--- config.mk ---
export PLATFORM = sky130hd
export DESIGN_NAME = lin_frame_buf
export DESIGN_NICKNAME = d
export VERILOG_FILES = /design/src/rtl/lin_buf_pkg.sv /design/src/rtl/lin_buf_sel.sv /design/src/rtl/lin_buf_frm_ctr.sv /design/src/rtl/lin_buf_mem.sv /design/src/rtl/lin_buf_uart_reg.sv /design/src/rtl/lin_frame_buf.sv
export SDC_FILE = /design/constraint.sdc
export NUM_CORES = 1
export LEC_CHECK = 0
export CAP_MARGIN = 0
export CORE_MARGIN = 2
export CORE_UTILIZATION = 30
export CTS_CLUSTER_DIAMETER = 30
export DETAILED_ROUTE_END_ITERATION = 12
export GPL_ROUTABILITY_DRIVEN = 0
export PLACE_DENSITY = 0.5
export SYNTH_ARGS = -nofsm -noshare
export SYNTH_HDL_FRONTEND = slang
export SYNTH_SLANG_ARGS = --single-unit
--- constraint.sdc ---
create_clock -name clk_i -period 2.5 [get_ports clk_i]
set_input_delay 0.5 -clock clk_i [delete_from_list [all_inputs] [get_ports clk_i]]
set_output_delay 0.5 -clock clk_i [all_outputs]
set_load 0.005 [all_outputs]
--- src/rtl/lin_buf_pkg.sv ---
package lin_buf_pkg;
  localparam int unsigned LIN_DEPTH  = 8;
  localparam int unsigned LIN_DATA_W = 8;

  typedef enum logic {
    MODE_FRAME = 1'b0,
    MODE_UART  = 1'b1
  } lin_mode_e;
endpackage

--- src/rtl/lin_buf_sel.sv ---
module lin_buf_sel #(
  parameter int unsigned DEPTH = 8,
  localparam int unsigned IDX_W = $clog2(DEPTH)
) (
  input  logic             clk_i,
  input  logic             rst_ni,
  input  logic             uart_i,
  input  logic             sel_we_i,
  input  logic [IDX_W:0]   sel_wdata_i,
  input  logic             access_i,
  output logic [IDX_W-1:0] idx_o,
  output logic             hold_o
);
  localparam logic [IDX_W-1:0] LAST = IDX_W'(DEPTH - 1);

  logic [IDX_W-1:0] idx_q;
  logic             hold_q;
  logic             step;

  assign step = access_i && !uart_i && !hold_q;

  always_ff @(posedge clk_i or negedge rst_ni) begin
    if (!rst_ni) begin
      idx_q  <= '0;
      hold_q <= 1'b0;
    end else if (sel_we_i) begin
      idx_q  <= sel_wdata_i[IDX_W-1:0];
      hold_q <= sel_wdata_i[IDX_W];
    end else if (step) begin
      idx_q  <= (idx_q == LAST) ? '0 : idx_q + 1'b1;
    end
  end

  assign idx_o  = idx_q;
  assign hold_o = hold_q;
endmodule

--- src/rtl/lin_buf_frm_ctr.sv ---
module lin_buf_frm_ctr #(
  parameter int unsigned DEPTH = 8,
  localparam int unsigned IDX_W = $clog2(DEPTH)
) (
  input  logic             clk_i,
  input  logic             rst_ni,
  input  logic             start_i,
  input  logic             step_i,
  output logic [IDX_W-1:0] eff_idx_o,
  output logic [IDX_W-1:0] cnt_o
);
  localparam logic [IDX_W-1:0] LAST = IDX_W'(DEPTH - 1);

  logic [IDX_W-1:0] cnt_q;

  // a start pulse redirects any strobe in the same cycle to slot 0
  assign eff_idx_o = start_i ? '0 : cnt_q;

  always_ff @(posedge clk_i or negedge rst_ni) begin
    if (!rst_ni) begin
      cnt_q <= '0;
    end else if (step_i) begin
      cnt_q <= (eff_idx_o == LAST) ? '0 : eff_idx_o + 1'b1;
    end else if (start_i) begin
      cnt_q <= '0;
    end
  end

  assign cnt_o = cnt_q;
endmodule

--- src/rtl/lin_buf_mem.sv ---
module lin_buf_mem #(
  parameter int unsigned DEPTH  = 8,
  parameter int unsigned DATA_W = 8,
  localparam int unsigned IDX_W = $clog2(DEPTH)
) (
  input  logic              clk_i,
  input  logic              rst_ni,
  input  logic              cpu_we_i,
  input  logic [IDX_W-1:0]  cpu_idx_i,
  input  logic [DATA_W-1:0] cpu_wdata_i,
  output logic [DATA_W-1:0] cpu_rdata_o,
  input  logic              frm_we_i,
  input  logic [IDX_W-1:0]  frm_idx_i,
  input  logic [DATA_W-1:0] frm_wdata_i,
  output logic [DATA_W-1:0] frm_rdata_o
);
  logic [DATA_W-1:0] mem_q [DEPTH];

  for (genvar g = 0; g < DEPTH; g++) begin : g_byte
    logic hit_cpu, hit_frm;
    assign hit_cpu = cpu_we_i && (cpu_idx_i == IDX_W'(g));
    assign hit_frm = frm_we_i && (frm_idx_i == IDX_W'(g));

    always_ff @(posedge clk_i or negedge rst_ni) begin
      if (!rst_ni)      mem_q[g] <= '0;
      else if (hit_frm) mem_q[g] <= frm_wdata_i;  // engine side wins
      else if (hit_cpu) mem_q[g] <= cpu_wdata_i;
    end
  end

  assign cpu_rdata_o = mem_q[cpu_idx_i];
  assign frm_rdata_o = mem_q[frm_idx_i];
endmodule

--- src/rtl/lin_buf_uart_reg.sv ---
module lin_buf_uart_reg #(
  parameter int unsigned DATA_W = 8
) (
  input  logic              clk_i,
  input  logic              rst_ni,
  input  logic              uart_i,
  input  logic              we_i,
  input  logic [DATA_W-1:0] wdata_i,
  input  logic              rx_valid_i,
  input  logic [DATA_W-1:0] rx_data_i,
  output logic [DATA_W-1:0] rx_hold_o,
  output logic [DATA_W-1:0] tx_data_o,
  output logic              tx_load_o
);
  logic [DATA_W-1:0] rx_q, tx_q;
  logic              load_q;

  always_ff @(posedge clk_i or negedge rst_ni) begin
    if (!rst_ni) begin
      rx_q   <= '0;
      tx_q   <= '0;
      load_q <= 1'b0;
    end else begin
      load_q <= uart_i && we_i;
      if (uart_i && we_i) tx_q <= wdata_i;
      if (rx_valid_i)     rx_q <= rx_data_i;
    end
  end

  assign rx_hold_o = rx_q;
  assign tx_data_o = tx_q;
  assign tx_load_o = load_q;
endmodule

--- src/rtl/lin_frame_buf.sv ---
module lin_frame_buf
  import lin_buf_pkg::*;
#(
  parameter int unsigned DEPTH  = LIN_DEPTH,
  parameter int unsigned DATA_W = LIN_DATA_W,
  localparam int unsigned IDX_W = $clog2(DEPTH)
) (
  input  logic              clk_i,
  input  logic              rst_ni,
  input  logic              uart_mode_i,
  input  logic              sel_we_i,
  input  logic [IDX_W:0]    sel_wdata_i,
  output logic [IDX_W:0]    sel_rdata_o,
  input  logic              dat_we_i,
  input  logic              dat_re_i,
  input  logic [DATA_W-1:0] dat_wdata_i,
  output logic [DATA_W-1:0] dat_rdata_o,
  input  logic              frm_start_i,
  input  logic              frm_rx_we_i,
  input  logic [DATA_W-1:0] frm_rx_data_i,
  input  logic              frm_tx_re_i,
  output logic [DATA_W-1:0] frm_tx_data_o,
  output logic [IDX_W-1:0]  frm_idx_o,
  input  logic              uart_rx_valid_i,
  input  logic [DATA_W-1:0] uart_rx_data_i,
  output logic [DATA_W-1:0] uart_tx_data_o,
  output logic              uart_tx_load_o
);
  lin_mode_e         mode;
  logic              is_uart;
  logic [IDX_W-1:0]  cpu_idx, frm_eff;
  logic              cpu_hold;
  logic [DATA_W-1:0] buf_rdata, rx_hold;

  assign mode    = lin_mode_e'(uart_mode_i);
  assign is_uart = (mode == MODE_UART);

  lin_buf_sel #(.DEPTH(DEPTH)) i_sel (
    .clk_i       (clk_i),
    .rst_ni      (rst_ni),
    .uart_i      (is_uart),
    .sel_we_i    (sel_we_i),
    .sel_wdata_i (sel_wdata_i),
    .access_i    (dat_we_i | dat_re_i),
    .idx_o       (cpu_idx),
    .hold_o      (cpu_hold)
  );

  lin_buf_frm_ctr #(.DEPTH(DEPTH)) i_frm_ctr (
    .clk_i     (clk_i),
    .rst_ni    (rst_ni),
    .start_i   (frm_start_i),
    .step_i    (frm_rx_we_i | frm_tx_re_i),
    .eff_idx_o (frm_eff),
    .cnt_o     (frm_idx_o)
  );

  lin_buf_mem #(.DEPTH(DEPTH), .DATA_W(DATA_W)) i_mem (
    .clk_i       (clk_i),
    .rst_ni      (rst_ni),
    .cpu_we_i    (dat_we_i && !is_uart),
    .cpu_idx_i   (cpu_idx),
    .cpu_wdata_i (dat_wdata_i),
    .cpu_rdata_o (buf_rdata),
    .frm_we_i    (frm_rx_we_i),
    .frm_idx_i   (frm_eff),
    .frm_wdata_i (frm_rx_data_i),
    .frm_rdata_o (frm_tx_data_o)
  );

  lin_buf_uart_reg #(.DATA_W(DATA_W)) i_uart (
    .clk_i      (clk_i),
    .rst_ni     (rst_ni),
    .uart_i     (is_uart),
    .we_i       (dat_we_i),
    .wdata_i    (dat_wdata_i),
    .rx_valid_i (uart_rx_valid_i),
    .rx_data_i  (uart_rx_data_i),
    .rx_hold_o  (rx_hold),
    .tx_data_o  (uart_tx_data_o),
    .tx_load_o  (uart_tx_load_o)
  );

  assign sel_rdata_o = {cpu_hold, cpu_idx};
  assign dat_rdata_o = is_uart ? rx_hold : buf_rdata;
endmodule

==> metrics, run 1 <==
Worst Tran Pin Value=617 ps; first-pass GRT wire length=28800 µm; largest net degree at the start of global routing=52; die area=19000 µm²; critical path's most frequent cell=buf_6; WP data required=2000 ps; Reg area=2200 µm²; n_diodes=0; area of the multi-input gates=3150 µm²; initial antenna violation count=0; core area=17400 µm²; peak supply drop=0.000481 V; Post-Layout Cell Count=885; DP HPWL=12900 µm; Num CTS Buffers=9; relative slew slack=58.9%; gr ovfl total=0; final hold viol count=0; RSZ-0062 raised after global routing=true; pre-CTS WS=-578 ps; Synth area leader=dfrtp_1; Max Cap Viol=0; Initial Util=30.9%; Arr. time, crit path=2110 ps; Slew Limit Fails=0; Max Clock Skew=8.94 ps; flops & latches, synth=88; dpl cells=844; f_max=383 MHz; I/O Buffers=69; clock-pin slew on the worst setup and hold paths=60 ps; Synth Instances=550; vias per cell=5.28; vias in the first global route=4793; commonest non-fill, non-tap cell in the layout=mux2i_1; CTS tree=yes; highest-count cells in the layout ignoring fill and taps=88 x mux2i_1, 86 x dfrtp_1, 57 x buf_4; critical path's slowest cell=dfrtp_2; Lkg Pwr=0.00334 µW; via count=4676; crit-path max FO=5; Post-DRT Antenna Nets=0; critical path cell sequence=clkbuf_16 -> buf_6 -> buf_6 -> mux2i_4 -> a22oi_2 -> o221ai_4 -> o21ai_1 -> buf_2; Largest stage delay, worst path=510 ps; share of post-route cells with drive strength above 1=30.0%; min Tclk post-route=2610 ps; top cell type's share of synthesized area=40.9%; gr usage total=20.8%; crit path launch type=flip-flop; Root Buffer=clkbuf_16; DRC Markers=0; Die Wd=138 µm; First DRT Iteration DRCs=251; die height=138 µm; Fillers=1673; Pwr Density=910 nW/µm²; violated checks=negative setup slack; syn avg cell area=9.78 µm²; Min-Delay Path Class=primary input to async pin; setup TNS=-302 ps; Pre-Repair DR Iteration Count=5; clock latency on the worst-skew pair=350 ps; Netlist Area Pre-Place=5380 µm²; maximum root-to-sink buffer count=2; io pins=70; htree depth=3; Area Growth Syn to Fin=38.8%; top cells by area, synth=dfrtp_1 41%, mux2i_1 17%, mux2_2 9.0%; status=complete, but fails checks; Crit. End Element=primary output; cell row count=48; Sink Count=88; Warnings, synthesis=0; critical path class=flip-flop to primary output; WL/cell=21.6 µm; slack of the critical path=-109 ps; Seq/Total Area, Yosys=40.9%; final worst path period share=104%; syn_nets=596; Routed Wire Length=19100 µm; # nets final=701; final setup vio count=6; Distinct cells, synth=40
==> cell usage after synthesis <==
| library cell | instances |
|---|---|
| mux2i_1 | 90 |
| dfrtp_1 | 88 |
| nand2_1 | 57 |
| mux2_2 | 43 |
| a21oi_1 | 38 |
| o21ai_0 | 38 |
| nor2_1 | 35 |
| clkbuf_1 | 29 |
| buf_2 | 19 |
| a22oi_1 | 12 |
| o221ai_1 | 12 |
| a221oi_1 | 9 |
| a21oi_2 | 8 |
| ha_1 | 8 |
| o21a_1 | 7 |
| o21ai_1 | 7 |
| inv_1 | 6 |
| and3_1 | 4 |
| buf_4 | 4 |
| nand3_1 | 4 |
| a221o_1 | 3 |
| nand2b_1 | 3 |
| nor2b_1 | 3 |
| nor3_1 | 3 |
| o22ai_1 | 3 |
| buf_6 | 2 |
| nor2_2 | 2 |
| a22o_1 | 1 |
| and2_1 | 1 |
| buf_1 | 1 |
| clkbuf_2 | 1 |
| inv_2 | 1 |
| nand3b_1 | 1 |
| nand4b_1 | 1 |
| nor2b_2 | 1 |
| o311ai_0 | 1 |
| o31ai_1 | 1 |
| or3_1 | 1 |
| or4b_4 | 1 |
| xnor2_1 | 1 |
==> state kept, by name (all words and copies together), names as in the netlist <==
register / cells
i_sel.hold_o: 1
i_sel.idx_o: 3
i_frm_ctr.cnt_o: 3
i_mem.mem_q: 64
i_uart.rx_hold_o: 8
i_uart.tx_load_o: 1
i_uart.tx_data_o: 8
==> critical path, delay by kind of cell, from the launching register on <==
| kind | cells | cell delay (ps) |
|---|---|---|
| AOI/OAI and AO/OA | 3 | 520 |
| muxes | 1 | 180 |
| buffers and inverters | 4 | 550 |
| DFF | 1 | 510 |
==> final timing paths <==
check,startpoint,slack (ps),to,cells past startpoint
setup / recovery,i_sel.idx_o[0],-110,dat_rdata_o[7],8
hold / removal,rst_ni,140,i_sel.idx_o[0],1
setup reg to reg,i_sel.idx_o[0],290,i_mem.mem_q[7],8
hold reg to reg,i_uart.tx_data_o[2],500,i_uart.tx_data_o[2],1
max in group asynchronous,rst_ni,1680,i_mem.mem_q[19],2
min in group clk_i,i_uart.tx_data_o[2],500,i_uart.tx_data_o[2],1
==> cells by family (layout without fill, tap and decap cells) <==
group	Yosys count	in the layout	share of synthesized area [%]
compound gates	140	140	16.5
xor+xnor	1	1	0.163
fa+ha+maj	8	8	1.86
buf+inv	63	173	5.42
flops	88	88	40.9
mux	133	133	25.7
simple gates	117	117	9.42
==> timing repair <==
item | CTS | global route
hold buffers | 0 | 0
pin swaps | 13 | 15
cloned | 3 | 0
setup endpoints to repair | 16 | 14
setup buffers | 20 | 5
resized for setup | 95 | 33
==> per-layer routing <==
layer / track usage, % / vias up / wire length [µm]
li1: - / 2193 / -
met1: 27.1 / 2252 / 8220
met2: 33.7 / 195 / 8950
met3: 4.53 / 36 / 1280
met4: 8.22 / 0 / 617
met5: 0 / - / 0
==> per-stage QoR <==
stage / total power (µW) / util, % / cell area [µm²] / hold WS [ps]
6_report: 6790 / 42.9 / 7470 / 137
5_1_grt: 7210 / 42.9 / 7470 / 176
3_3_place_gp: 4760 / 37.9 / 6610 / 490
4_1_cts: 6700 / 42.3 / 7370 / 153
2_1_floorplan: 3750 / - / 5380 / 204
3_5_place_dp: 4810 / 37.9 / 6610 / 492
==> report_power, final <==
group	switching (µW)	internal, µW
logic	1270	1450
clock network	580	1000
registers	525	1970
==> cell type report <==
| cell class | count | area share, % |
|---|---|---|
| inverter | 7 | 0.352 |
| tap | 225 | 3.77 |
| sequential | 88 | 29.5 |
| clock inverter | 5 | 1.39 |
| multi-input combinational | 399 | 42.1 |
| timing repair buffer | 150 | 19.6 |
| clock buffer | 11 | 3.25 |
Note: power is estimated with default switching activity, not from simulation.
==> run 2, diff against run 1 <==
Settings changed: SKIP_LAST_GASP set to 1.
==> run 2 against run 1 <==
Net effect: the flow still finishes with violations (negative setup slack); sequential share of layout area up 0.069 points; core utilization decreased by 0.10 points; non-clock buffer count is 1 lower; sequential power is essentially flat; register-to-register slack improved by 20 ps; global-route usage about the same; total power grew 0.20%; hold slack better by 0.55 ps; critical path type unchanged; largest power group unchanged.
==> metrics, run 2 (synthesis gave the netlist of run 1 again) <==
peak supply drop=0.000499 V; Root Buffer=clkbuf_16; highest-count cells in the layout ignoring fill and taps=87 x mux2i_1, 86 x dfrtp_1, 57 x buf_4; Largest Register=i_mem.mem_q; RSZ-0062 raised after global routing=true; Min-Delay Path Class=primary input to async pin; Arr. time, crit path=2050 ps; Levels on crit path=8; clock-pin slew on the worst setup and hold paths=70 ps; slack of the critical path=-55.0 ps; vias per cell=5.32; dpl cells=844; violated checks=negative setup slack; clock network power share=23.3%; Bufs and invs on worst path=4; largest net degree at the start of global routing=52; DRC Markers=0; Post-DP Area=6610 µm²; die height=138 µm; via count=4701; status=complete, but fails checks; critical path's most frequent cell=buf_4; core area=17400 µm²; r2r setup slk=310 ps; Flop pwr share=36.7%; cell internal pwr=4420 µW; worst setup path start=i_sel.idx_o[0]; # nets final=700; initial antenna violation count=0; n_diodes=0; Sw Ratio=35.0%; vias in the first global route=4800; combinational share of power=40.0%; maximum root-to-sink buffer count=2; Lkg Pwr=0.00334 µW; relative slew slack=59.0%; critical path's slowest cell=dfrtp_2; Num CTS Buffers=9; Area Growth Syn to Fin=38.4%; DP HPWL=12900 µm; grt peak-use layer=met2; global routing usage on met3=4.53%; Pwr Density=913 nW/µm²; worst r2r path cells=8; Fillers=1672; Post-Layout Cell Count=884; share of post-route cells with drive strength above 1=29.9%; critical path class=flip-flop to primary output; Post-DRT Antenna Nets=0; cell row count=48; Routed Wire Length=19200 µm; Max Clock Skew=9.25 ps; io pins=70; min Tclk post-route=2550 ps; Die Wd=138 µm; final setup vio count=6; gr usage total=20.9%; final hold viol count=0; Largest stage delay, worst path=510 ps; Net Switching=2380 µW; critical path's top delay family=buffers and inverters; I/O Buffers=69; Sink Count=88; WP data required=2000 ps; First DRT Iteration DRCs=257; final worst path period share=102%; Crit. End Element=primary output; commonest non-fill, non-tap cell in the layout=mux2i_1; R2R Path End=i_mem.mem_q[5]; f_max=391 MHz; die area=19000 µm²; Pre-Repair DR Iteration Count=5; Hold WS=137 ps; crit path launch type=flip-flop; Post-CTS Hold Buffers=0; CTS tree=yes; GR Util met2=33.9%; critical path cell sequence=buf_16 -> buf_4 -> buf_4 -> mux2i_1 -> a22oi_2 -> o221ai_4 -> o21ai_1 -> buf_2; clock latency on the worst-skew pair=350 ps; Slew Limit Fails=0; Max Cap Viol=0; r2r startpoint=i_sel.idx_o[0]; crit-path max FO=6; WL/cell=21.7 µm; Initial Util=30.9%; gr ovfl total=0; Worst Tran Pin Value=615 ps; first-pass GRT wire length=28800 µm; Setup crit end=dat_rdata_o[7]; htree depth=3; final instance area=7450 µm²; M1 GR Usage=27.1%; number of flip-flops in the largest register=64
==> run 2: cell type report <==
cell class	instances	area, µm²	area share [%]
timing repair buffer	149	1430	19.2
clock buffer	11	243	3.26
clock inverter	5	104	1.39
multi-input combinational	399	3160	42.4
tap	225	282	3.78
sequential	88	2200	29.6
inverter	7	26.3	0.353
==> run 2: stage by stage <==
step | utilization (%) | total power [µW] | setup TNS, ps | worst slack, ps
global route | 42.8 | 7210 | -643 | -161
finish | 42.8 | 6800 | -135 | -55.0
detailed placement | 37.9 | 4810 | -4470 | -578
floorplan | - | 3750 | 0 | 394
global placement | 37.9 | 4760 | -3130 | -511
CTS | 42.2 | 6690 | -1110 | -161
==> run 2: worst min path at each step <==
stage	endpoint	slack, ps	from	cells after the start
floorplan	i_frm_ctr.cnt_o[0]	200	rst_ni	0
global placement	i_uart.tx_data_o[7]	490	i_uart.tx_data_o[7]	1
detailed placement	i_uart.tx_data_o[2]	490	i_uart.tx_data_o[2]	1
CTS	i_mem.mem_q[36]	150	rst_ni	1
global route	i_sel.idx_o[0]	180	rst_ni	1
finish	i_mem.mem_q[36]	140	rst_ni	1
==> run 2: what timing repair did <==
action	in CTS	in global routing
pin swaps	12	13
hold endpoints to repair	0	0
gates cloned	3	0
resized for setup	85	44
setup buffers	20	4
setup endpoints to repair	16	15
==> run 2: power groups by stage <==
| stage | combinational (µW) | sequential, µW | clock (µW) |
|---|---|---|---|
| finish | 2720 | 2490 | 1590 |
| global route | 2960 | 2570 | 1680 |
| CTS | 2600 | 2460 | 1630 |
| detailed placement | 2330 | 2470 | 0 |
| global placement | 2290 | 2470 | 0 |
| floorplan | 1470 | 2290 | 0 |
==> run 2: worst reg2reg max path: stages, from the launching register on <==
cell     delay (ps)
dfrtp_2         520
buf_12          170
buf_6           110
buf_6           130
ha_1            180
ha_1            220
a22o_1          550
nor2_1           90
a21oi_1         150
==> run 2: layer usage <==
| layer | up-vias | part of all wire [%] |
|---|---|---|
| met5 | - | 0 |
| met4 | 0 | 3.3 |
| met3 | 41 | 7.1 |
| met2 | 195 | 47 |
| met1 | 2277 | 42 |
| li1 | 2188 | - |
==> run 3, diff against run 2 <==
Settings changed: CAP_MARGIN 0 to 20, PLACE_DENSITY 0.5 to 0.51, REMOVE_ABC_BUFFERS set to 1.
Clock period 2.5 ns to 2.09 ns, I/O delays scaled along.
==> run 3 against run 2 <==
Net effect: the flow still finishes with violations (negative setup slack); sequential cell count stayed put; die area stayed put; total power is 16% higher; clock-buffer cell count stayed put; core utilization is 0.95 points higher; wire length is 0.70% lower; global-route usage stayed put; critical path depth is 1 lower; hold slack better by 350 ps; clock power is 3% higher; sequential power is 18% higher; largest cell class unchanged; highest routed layer is now met5.
==> metrics, run 3 (synthesis gave the netlist of run 1 again) <==
cell internal pwr=5040 µW; critical path's slowest cell=dfrtp_2; I/O Buffers=69; Area Growth Syn to Fin=41.5%; combinational share of power=42.2%; die height=138 µm; # nets final=715; Reg area=2200 µm²; critical path class=flip-flop to primary output; Largest Register=i_mem.mem_q; Max Cap Viol=0; Pwr Density=1040 nW/µm²; maximum root-to-sink buffer count=2; r2r setup slk=90 ps; vias per cell=5.29; clock network power share=20.6%; RSZ-0062 raised after global routing=true; peak supply drop=0.000447 V; dpl cells=861; io pins=70; status=complete, but fails checks; Routed Wire Length=19000 µm; crit path launch type=flip-flop; Sw Ratio=36.2%; share of post-route cells with drive strength above 1=32.2%; critical path cell sequence=buf_12 -> buf_12 -> buf_16 -> mux2i_2 -> a221o_1 -> o21ai_1 -> buf_2; worst r2r path cells=7; area of the multi-input gates=3170 µm²; First DRT Iteration DRCs=443; Die Wd=138 µm; Slew Limit Fails=0; Num CTS Buffers=9; DP HPWL=12900 µm; Hold WS=487 ps; final hold viol count=0; Post-Layout Cell Count=899; Largest stage delay, worst path=430 ps; R2R Path End=i_mem.mem_q[53]; final worst path period share=116%; largest net degree at the start of global routing=44; Min-Delay Path Class=primary input to async pin; n_diodes=0; crit-path max FO=5; DRC Markers=0; Lkg Pwr=0.00341 µW; via count=4755; highest-count cells in the layout ignoring fill and taps=86 x mux2i_1, 86 x dfrtp_1, 63 x buf_4; Fillers=1678; min Tclk post-route=2420 ps; final instance area=7610 µm²; Max Clock Skew=10.7 ps; Root Buffer=clkbuf_16; Sink Count=88; Pre-Repair DR Iteration Count=6; r2r startpoint=i_frm_ctr.cnt_o[0]; f_max=413 MHz; Initial Util=30.9%; Crit. End Element=primary output; clock latency on the worst-skew pair=360 ps; die area=19000 µm²; critical path's most frequent cell=buf_12; Flop pwr share=37.2%; number of flip-flops in the largest register=64; gr ovfl total=0; violated checks=negative setup slack; relative slew slack=70.8%; Worst Tran Pin Value=436 ps; Net Switching=2860 µW; final setup vio count=16; WL/cell=21.2 µm; WP data required=1670 ps; initial antenna violation count=1; cell row count=48; slack of the critical path=-330 ps; htree depth=3; vias in the first global route=4698; first-pass GRT wire length=28800 µm; Post-DP Area=6780 µm²; gr usage total=20.9%; setup TNS=-4090 ps; clock-pin slew on the worst setup and hold paths=70 ps; core area=17400 µm²; CTS tree=yes; Arr. time, crit path=2000 ps; Post-DRT Antenna Nets=0
run 3: changes by cell type in the layout (fill, tap and decap cells not counted), moves of 5 or more:
cell | before | now
buf_12 | 9 | 16
buf_2 | 8 | 14
buf_4 | 57 | 63
clkbuf_2 | 5 | 0
run 3: metal layers:
metal / routed length, µm / vias to the layer above / GRT usage [%] / part of all wire [%]
met2: 8660 / 192 / 32.3 / 45
met4: 535 / 2 / 8.22 / 2.8
li1: - / 2213 / - / -
met3: 1470 / 39 / 3.98 / 7.7
met1: 8360 / 2309 / 28.7 / 44
met5: 12 / - / 0 / 0.063
run 3: worst max path at each step:
stage | startpoint | endpoint | slack [ps]
2_1_floorplan | i_frm_ctr.cnt_o[0] | i_mem.mem_q[16] | -520
3_3_place_gp | frm_start_i | frm_tx_data_o[5] | -830
3_5_place_dp | frm_start_i | frm_tx_data_o[5] | -810
4_1_cts | i_sel.idx_o[0] | dat_rdata_o[2] | -330
5_1_grt | i_sel.idx_o[0] | dat_rdata_o[4] | -380
6_report | i_sel.idx_o[0] | dat_rdata_o[4] | -330
run 3: layout make-up:
cell class / instances / area share [%]
clock buffer: 11 / 3.32
clock inverter: 5 / 0.526
inverter: 7 / 0.378
multi-input combinational: 399 / 41.6
sequential: 88 / 29.0
tap: 225 / 3.70
timing repair buffer: 164 / 21.5
run 3: metrics by stage:
step | utilization [%] | total power, µW | worst slack (ps)
finish | 43.7 | 7900 | -330
global route | 43.7 | 8380 | -379
CTS | 43.2 | 7800 | -327
detailed placement | 38.9 | 5750 | -815
global placement | 38.9 | 5680 | -826
floorplan | - | 4390 | -523
run 3: repair_timing:
| item | in CTS | in global routing |
|---|---|---|
| gates cloned | 3 | 0 |
| buffers inserted | 17 | 4 |
| gates resized for setup | 123 | 24 |
| pin swaps | 31 | 22 |
| hold buffers | 1 | 0 |
| setup endpoints to repair | 27 | 31 |
| endpoints found under the hold margin | 16 | 0 |
run 3: worst max-delay path, delay by kind of cell (launching register included):
family / cells / cell delay [ps]
DFF: 1 / 430
muxes: 1 / 160
buffers and inverters: 4 / 540
AOI/OAI and AO/OA: 2 / 520
run 3: power by group through the flow:
stage / Clock (µW) / Combinational (µW) / Sequential (µW)
after floorplan: 0 / 1580 / 2810
after global placement: 0 / 2790 / 2880
after CTS: 1660 / 3220 / 2920
after global routing: 1750 / 3600 / 3030
after detailed placement: 0 / 2840 / 2910
final: 1630 / 3330 / 2940
